$ cat src/rtl/sfgen_pkg.sv
`timescale 1ns/1ps
package sfgen_pkg;
  localparam int BYTE_W = 8;
  localparam int WORD_BYTES = 4;
  localparam int WORD_W = BYTE_W * WORD_BYTES;
  localparam int HALF_W = WORD_W / 2;
  localparam logic [BYTE_W-1:0] COMMA_CHAR = 8'hBC;

  typedef logic [BYTE_W-1:0] byte_t;

  // strobes from control to datapath
  typedef struct packed {
    logic  loadWord;
    logic  commaSlot;
    logic  tokenSlot;
    byte_t tokenAddr;
  } sfStrobe_t;
endpackage

$ cat src/rtl/sfgen_ctrl.sv
`timescale 1ns/1ps
module sfgen_ctrl
  import sfgen_pkg::*;
#(
  parameter int SUBFRAMES = 65,
  parameter int MAX_ONU = 64,
  parameter int ONU_W = 7
) (
  input  logic             clk,
  input  logic             rst,
  input  logic             slowEn,
  input  logic [ONU_W-1:0] onuCount,
  output sfStrobe_t        strobe
);
  localparam int CNT_W = $clog2(SUBFRAMES);
  localparam logic [CNT_W-1:0] LAST_IDX = CNT_W'(SUBFRAMES - 1);

  logic [CNT_W-1:0] wordIdx;
  byte_t lastToken;
  byte_t effCount;
  byte_t nextToken;

  always_comb begin
    if (onuCount == '0)
      effCount = byte_t'(1);
    else if (int'(onuCount) > MAX_ONU)
      effCount = byte_t'(MAX_ONU);
    else
      effCount = byte_t'(onuCount);
    nextToken = (lastToken >= effCount) ? byte_t'(1) : lastToken + byte_t'(1);
  end

  always_ff @(posedge clk) begin
    if (rst) begin
      wordIdx   <= '0;
      lastToken <= '0;
    end else if (slowEn) begin
      wordIdx <= (wordIdx == LAST_IDX) ? '0 : wordIdx + CNT_W'(1);
      if (wordIdx == LAST_IDX) lastToken <= nextToken;
    end
  end

  always_comb begin
    strobe.loadWord  = slowEn;
    strobe.commaSlot = (wordIdx == '0);
    strobe.tokenSlot = (wordIdx == LAST_IDX);
    strobe.tokenAddr = nextToken;
  end
endmodule

$ cat src/rtl/sfgen_dpath.sv
`timescale 1ns/1ps
module sfgen_dpath
  import sfgen_pkg::*;
(
  input  logic                  clk,
  input  logic                  rst,
  input  sfStrobe_t             strobe,
  input  byte_t                 trigType,
  input  byte_t                 auxByte,
  input  logic [BYTE_W-2:0]     cmdLead,
  input  logic                  cmdDirected,
  input  byte_t                 cmdTail,
  output logic [WORD_W-1:0]     wordOut,
  output logic [WORD_BYTES-1:0] wordK,
  output logic                  kToggle
);
  byte_t heldTail;
  byte_t nextBytes [WORD_BYTES];
  byte_t wordBytes [WORD_BYTES];

  always_comb begin
    nextBytes[0] = strobe.commaSlot ? COMMA_CHAR : heldTail;
    nextBytes[1] = trigType;
    nextBytes[2] = auxByte;
    nextBytes[3] = strobe.tokenSlot ? strobe.tokenAddr : {cmdLead, cmdDirected};
  end

  for (genvar i = 0; i < WORD_BYTES; i++) begin : g_bytes
    always_ff @(posedge clk) begin
      if (rst) wordBytes[i] <= '0;
      else if (strobe.loadWord) wordBytes[i] <= nextBytes[i];
    end
    // byte 0 lands in the most significant position
    assign wordOut[WORD_W-1-i*BYTE_W -: BYTE_W] = wordBytes[i];
  end

  always_ff @(posedge clk) begin
    if (rst) begin
      heldTail <= '0;
      wordK    <= '0;
      kToggle  <= 1'b0;
    end else if (strobe.loadWord) begin
      heldTail <= cmdTail;
      wordK    <= {strobe.commaSlot, {(WORD_BYTES-1){1'b0}}};
      kToggle  <= kToggle ^ strobe.commaSlot;
    end
  end
endmodule

$ cat src/rtl/sfgen_gearbox.sv
`timescale 1ns/1ps
module sfgen_gearbox
  import sfgen_pkg::*;
(
  input  logic                  clk,
  input  logic                  rst,
  input  logic [WORD_W-1:0]     wordIn,
  input  logic [WORD_BYTES-1:0] wordK,
  input  logic                  kToggle,
  output logic [HALF_W-1:0]     txHalf,
  output logic [1:0]            txIsK
);
  localparam int HALF_BYTES = WORD_BYTES / 2;

  logic kSeen;
  logic locked;
  logic sendLow;
  logic [HALF_W-1:0]     halfData [2];
  logic [HALF_BYTES-1:0] halfK    [2];

  for (genvar h = 0; h < 2; h++) begin : g_half
    assign halfData[h] = wordIn[WORD_W-1-h*HALF_W -: HALF_W];
    assign halfK[h]    = wordK[WORD_BYTES-1-h*HALF_BYTES -: HALF_BYTES];
  end

  always_ff @(posedge clk) begin
    if (rst) begin
      kSeen   <= 1'b0;
      locked  <= 1'b0;
      sendLow <= 1'b0;
      txHalf  <= '0;
      txIsK   <= '0;
    end else if (kToggle != kSeen) begin
      // first fast edge after a comma: leading half, by definition
      kSeen   <= kToggle;
      locked  <= 1'b1;
      sendLow <= 1'b1;
      txHalf  <= halfData[0];
      txIsK   <= halfK[0];
    end else if (locked) begin
      sendLow <= ~sendLow;
      txHalf  <= halfData[sendLow];
      txIsK   <= halfK[sendLow];
    end
  end
endmodule

$ cat src/rtl/sfgen_top.sv
`timescale 1ns/1ps
module sfgen_top
  import sfgen_pkg::*;
#(
  parameter int SUBFRAMES = 65,
  parameter int MAX_ONU = 64,
  parameter int ONU_W = 7
) (
  input  logic             clk,
  input  logic             rst,
  input  logic             slowEn,
  input  logic [7:0]       trigType,
  input  logic [7:0]       auxByte,
  input  logic [6:0]       cmdLead,
  input  logic             cmdDirected,
  input  logic [7:0]       cmdTail,
  input  logic [ONU_W-1:0] onuCount,
  output logic [15:0]      txHalf,
  output logic [1:0]       txIsK
);
  sfStrobe_t ctrlStrobe;
  logic [WORD_W-1:0]     wordBus;
  logic [WORD_BYTES-1:0] wordKBus;
  logic                  kToggle;

  sfgen_ctrl #(.SUBFRAMES(SUBFRAMES), .MAX_ONU(MAX_ONU), .ONU_W(ONU_W)) ctrl_i (
    .clk(clk), .rst(rst), .slowEn(slowEn), .onuCount(onuCount), .strobe(ctrlStrobe)
  );

  sfgen_dpath dpath_i (
    .clk(clk), .rst(rst), .strobe(ctrlStrobe),
    .trigType(trigType), .auxByte(auxByte), .cmdLead(cmdLead),
    .cmdDirected(cmdDirected), .cmdTail(cmdTail),
    .wordOut(wordBus), .wordK(wordKBus), .kToggle(kToggle)
  );

  sfgen_gearbox gear_i (
    .clk(clk), .rst(rst), .wordIn(wordBus), .wordK(wordKBus), .kToggle(kToggle),
    .txHalf(txHalf), .txIsK(txIsK)
  );
endmodule

$ cat config.mk
export PLATFORM = sky130hd
export DESIGN_NAME = sfgen_top
export DESIGN_NICKNAME = d
export VERILOG_FILES = /design/src/rtl/sfgen_pkg.sv /design/src/rtl/sfgen_ctrl.sv /design/src/rtl/sfgen_dpath.sv /design/src/rtl/sfgen_gearbox.sv /design/src/rtl/sfgen_top.sv
export SDC_FILE = /design/constraint.sdc
export NUM_CORES = 1
export LEC_CHECK = 0
export CORE_UTILIZATION = 25
export DETAILED_ROUTE_END_ITERATION = 8
export DONT_BUFFER_PORTS = 1
export PLACE_DENSITY = 0.46
export SLEW_MARGIN = 20
export SYNTH_ARGS = -nofsm -noshare
export SYNTH_HDL_FRONTEND = slang
export SYNTH_SLANG_ARGS = --single-unit
$ cat constraint.sdc
create_clock -name clk -period 2.38 [get_ports clk]
set_clock_uncertainty 0.15 [all_clocks]
set_input_delay 0.119 -clock clk [delete_from_list [all_inputs] [get_ports clk]]
set_output_delay 0.119 -clock clk [all_outputs]
set_load 0.1 [all_outputs]
==> After elaboration in Yosys (flattened, before gate mapping) <==
Memory sizes are Yosys's and may differ from the RTL's.
Cells that the tools add are included.
{ "word_totals": {"register_bits": 46, "ramBits": 32, "input_bits": 42, "out_inout_bits": 18, "memories": 1} }
{ "memory_table": {"columns": ["memory", "depth", "word_bits", "rd", "rd_clocked_by_memory_dff", "wr", "line_no", "rtl"], "rows": [
  ["dpath_i.wordBytes", 4, 8, 4, 0, 4, "sfgen_dpath.sv:19", "byte_t wordBytes [WORD_BYTES];"]
]} }
{ "classes": {"add_sub_neg": 2, "order_cmp": 3, "n_eq_ne": 2, "mux": 27, "bitwise_logic": 7, "n_reduce_logical": 4} }
{ "op_table": {"columns": ["cell", "count"], "rows": [
  ["16-bit 2-to-1 mux", 5],
  ["8-bit 2-to-1 mux", 8],
  ["7-bit zero test", 2],
  ["7-bit 2-to-1 mux", 2],
  ["2-bit 2-to-1 mux", 5],
  ["8-bit by 1-bit adder with 8-bit output (second input constant)", 1],
  ["8-bit greater-or-equal comparator", 1],
  ["7-bit by 1-bit adder with 7-bit output (second input constant)", 1],
  ["7-bit equality test (second input constant)", 1],
  ["7-bit > comparator (second input constant)", 1],
  ["1-bit 2-to-1 mux", 7],
  ["1-bit bitwise OR", 4],
  ["2-bit greater-or-equal comparator (second input constant)", 1],
  ["1-bit inverter with 2-bit output", 1],
  ["2-bit AND reduction", 1],
  ["2-bit nonzero test", 1],
  ["1-bit != test", 1],
  ["1-bit inverter", 1],
  ["1-bit XOR", 1]
]} }

==> Depth between registers and ports, before layout <==
{ "depth": {"depth_word": 7, "mapped_depth": 10} }

==> Hierarchy <==
From an unflattened synthesis, not the netlist that was laid out.
{ "unflattened": {"hier_cells": 354, "hier_area_um2": 3778.6} }
{ "by_module_without_submodules": {"columns": ["mod", "instances", "cells_each", "area_each_um2"], "rows": [
  ["sfgen_dpath", 1, 122, 1749.2],
  ["sfgen_gearbox", 1, 109, 1034.7],
  ["sfgen_ctrl", 1, 123, 994.7]
]} }

==> Least setup slack after synthesis <==
Ideal clock, no wire load.
{ "synth_path": {"path_kind": "register to register", "start": "reg ctrl_i.lastToken[0]", "end": "mem dpath_i.wordBytes[3][7] in the netlist's numbering, data pin", "setup_time_ns": 0.129, "t_arrival_ns": 1.812, "path_slack_ns": 0.289, "path_stages_with_launch": 9, "path_buffers": 1, "period_less_slack_ns": 2.091, "path_cell_list": "dfxtp_1 inv_1 ha_1 nand2b_1 a2111oi_4 o311ai_4 buf_6 nor2_2 a21o_1"} }
{ "synth_rtl": {"columns": ["item", "line_no", "rtl"], "rows": [
  ["start: declaration", "sfgen_ctrl.sv:19", "byte_t lastToken;"],
  ["start signal: assignment", "sfgen_ctrl.sv:39", "if (wordIdx == LAST_IDX) lastToken <= nextToken;"],
  ["end: declaration", "sfgen_dpath.sv:19", null]
]} }

==> metrics.txt <==
Num Clock Sinks 77; Comb pwr share 0.199; status complete, no violations; Post-CTS Hold Buffers 35; met3 Resource Use GR 0.0249; Int Pwr 2.50 mW; CTS buffer count 9; final net count roughly 430; CP max stage delay approximately 0.67 ns; Synth area leader edfxtp_1; MaxCap Viol Count 0; syn_nets 372; fin cells ~550; clock buffer depth 2; hold path startpoint rst; Max FO, Critical Path 16; Final Cycle Share 0.946; die height 119 um; FMAX ~440 MHz; number of synthesized flops with an enable pin 32; critical path arrival 2.14 ns; Starting Density 0.258; Setup TNS 0 ns; final setup vio count 0; die area about 14000 um^2; Rows 42; Top Ports 60; Synth Register Bits 77; Reg power frac 0.431; ys flop type dfxtp_1; register area 1860 um^2; Crit Path Class reg -> reg; Max Slew Vio Count 0; post-synthesis average cell area 10.7 um^2; antenna violations before repair 0; commonest cells in the netlist 45 x dfxtp_1, 36 x nor2_1, 35 x nand2_1; most numerous cell in the Yosys netlist dfxtp_1; Mapped Area 3430 um^2; H-tree lvl count 3; global route overflow 0; RSZ-0062 raised after global routing no; r2r startpoint ctrl_i.lastToken[0]$_SDFFE_PP0P_; HPWL after detailed placement 5.23 mm; final hold vios 0; Sw Pwr 1.07 mW; hold-critical path endpoint ctrl_i.wordIdx[4]$_SDFFE_PP0P_; CTS tree yes; Slew @ Worst Pin 0.831 ns; Worst VDD drop 0.359 mV; Util after Layout 0.329; M2 GR Usage 0.182; Clk Latency, worst-skew pair 0.33 ns; Synth Instances 320; reg2reg end dpath_i.wordBytes[3][4]$_SDFFCE_PN0P_; total power roughly 3.6 mW; drt first-iter violations 75; Power Density 817 nW/um^2; diodes inserted 0; slowest stage cell, crit path o311ai_4; CP Capture Type flop; synth warn 0; leakage 1.82 nW; placed cells between 500 and 600; post-CTS setup buffers 0; Clk pwr share 0.370; Worst-path clk slew 0.06 ns; PortBufs 0; FILL cells 1350; Clock Root Buffer clkbuf_16; DRC 0; reg2reg setup slack 0.13 ns; startpoint class of the critical path flop; Post-CTS Resized 0; worst hold path type in -> reg; peak-usage layer in the global routing report met2; DR vias/cell 4.29; Yosys cell types 45; met1 usage 0.141; largest net degree at the start of global routing 33; top cells by area, synth edfxtp_1 28%, dfxtp_1 26%, mux2i_1 7.6%; first-pass GRT wire length ~12 mm; die width roughly 120 um; final wirelength 7.57 mm; Net Sw Frac 0.301; Hold Path Depth 2; top cell type's share of synthesized area 0.280; number of global-route vias before repair 2376; multi-input logic area 1460 um^2; Worst Reg-to-Reg Cells 6; WP data required 2.27 ns; max_slew headroom 0.444; 1st-pass router iterations 4; P&R area growth vs syn 27.3%; total track usage 0.114; proportion of synthesized chip area in sequential cells 0.542; CP Cell Sequence inv_1 > ha_1 > nand2b_1 > a2111oi_4 > o311ai_4 > o21ai_0; min Tclk post-route 2.25 ns; Final ANT Viol Nets 0; gp weighted congestion roughly 0.74; fraction of layout cells with a size suffix above 1 0.119; wire per inst about 14 um; Async S/R FF share, synth 0; vias 2375; Floorplan Core Area 13300 um^2
kinds of logic after synthesis:
family / share of synthesized area
AND/OR/NAND/NOR: 0.166
flip-flops: 0.542
AO/OA/AOI/OAI: 0.106
XOR/XNOR: 0.0383
other: 0.00109
adder cells (fa/ha/maj): 0.0364
multiplexers: 0.0758
buffers and inverters: 0.0343
critical path: cells and delay by family, from the launching register on:
family | cells | cell delay (ns)
buffers and inverters | 1 | 0.07
AO/OA/AOI/OAI | 3 | 1.01
AND/OR/NAND/NOR | 1 | 0.14
adder cells (fa/ha/maj) | 1 | 0.27
flip-flops | 1 | 0.33
stage by stage:
step	hold WS [ns]	setup slack (ns)	cell area, um^2
2_1_floorplan	0.116	0.289	3430
3_3_place_gp	0.0440	0.181	3730
3_5_place_dp	0.0464	0.110	3740
4_1_cts	0.0204	0.102	4370
5_1_grt	0.0537	0.00452	4370
6_report	0.0412	0.128	4370
routing by layer:
| metal | up-vias | share of wire |
|---|---|---|
| li1 | 1214 | - |
| met1 | 1114 | 0.46 |
| met2 | 37 | 0.48 |
| met3 | 10 | 0.036 |
| met4 | 0 | 0.022 |
| met5 | - | 0 |
state kept, by name (all words and copies together), names as in the netlist:
| name | cells |
|---|---|
| ctrl_i.wordIdx | 7 |
| ctrl_i.lastToken | 8 |
| gear_i.locked | 1 |
| gear_i.txIsK | 1 |
| gear_i.kSeen | 1 |
| gear_i.txHalf | 16 |
| dpath_i.wordBytes | 32 |
| dpath_i.heldTail | 8 |
| gear_i.sendLow | 1 |
| dpath_i.wordK | 1 |
| dpath_i.kToggle | 1 |
cells in the final DEF (no fill, tap or decap), types with 3 or more instances in the layout:
cell           instances
mux2i_1               26
dlygate4sd3_1         35
nand3_1                3
and3_1                 4
clkinv_2               3
nand2b_1               3
inv_1                 10
nand2_1               35
and2_1                16
edfxtp_1              32
xor2_1                 7
a21oi_1                4
xnor2_1                8
nor3_1                 4
a21o_1                 7
nor2_1                36
dfxtp_1               45
ha_1                  10
buf_4                 21
o21ai_0               27
clkbuf_16              9
final cells by class:
cell class | count | area share
flip-flops and latches | 77 | 0.426
multi-input cells | 219 | 0.334
repair buffers | 56 | 0.116
clock buffers | 10 | 0.0524
well taps | 176 | 0.0504
clock inverters | 5 | 0.0120
inverters | 10 | 0.00859
power by group through the flow:
stage	Sequential, mW	Clock (mW)	Combinational [mW]
global placement	1.57	0	0.654
finish	1.54	1.32	0.711
CTS	1.54	1.36	0.723
detailed placement	1.57	0	0.662
global route	1.55	1.40	0.762
floorplan	1.85	0	0.253
how the worst max path moves through the flow:
| stage | start | to | slack (ns) | depth (start not counted) |
|---|---|---|---|---|
| final | ctrl_i.lastToken[0]$_SDFFE_PP0P_ | dpath_i.wordBytes[3][4]$_SDFFCE_PN0P_ | 0.13 | 6 |
| after global routing | ctrl_i.lastToken[5]$_SDFFE_PP0P_ | ctrl_i.lastToken[5]$_SDFFE_PP0P_ | 0.005 | 6 |
| after CTS | ctrl_i.lastToken[0]$_SDFFE_PP0P_ | dpath_i.wordBytes[3][4]$_SDFFCE_PN0P_ | 0.10 | 6 |
| after detailed placement | ctrl_i.lastToken[0]$_SDFFE_PP0P_ | dpath_i.wordBytes[3][4]$_SDFFCE_PN0P_ | 0.11 | 6 |
| after global placement | onuCount[1] | dpath_i.wordBytes[3][4]$_SDFFCE_PN0P_ | 0.18 | 8 |
| after floorplan | ctrl_i.lastToken[0]$_SDFFE_PP0P_ | dpath_i.wordBytes[3][7]$_SDFFCE_PN0P_ | 0.29 | 8 |
Note: power is estimated with default switching activity, not from simulation.
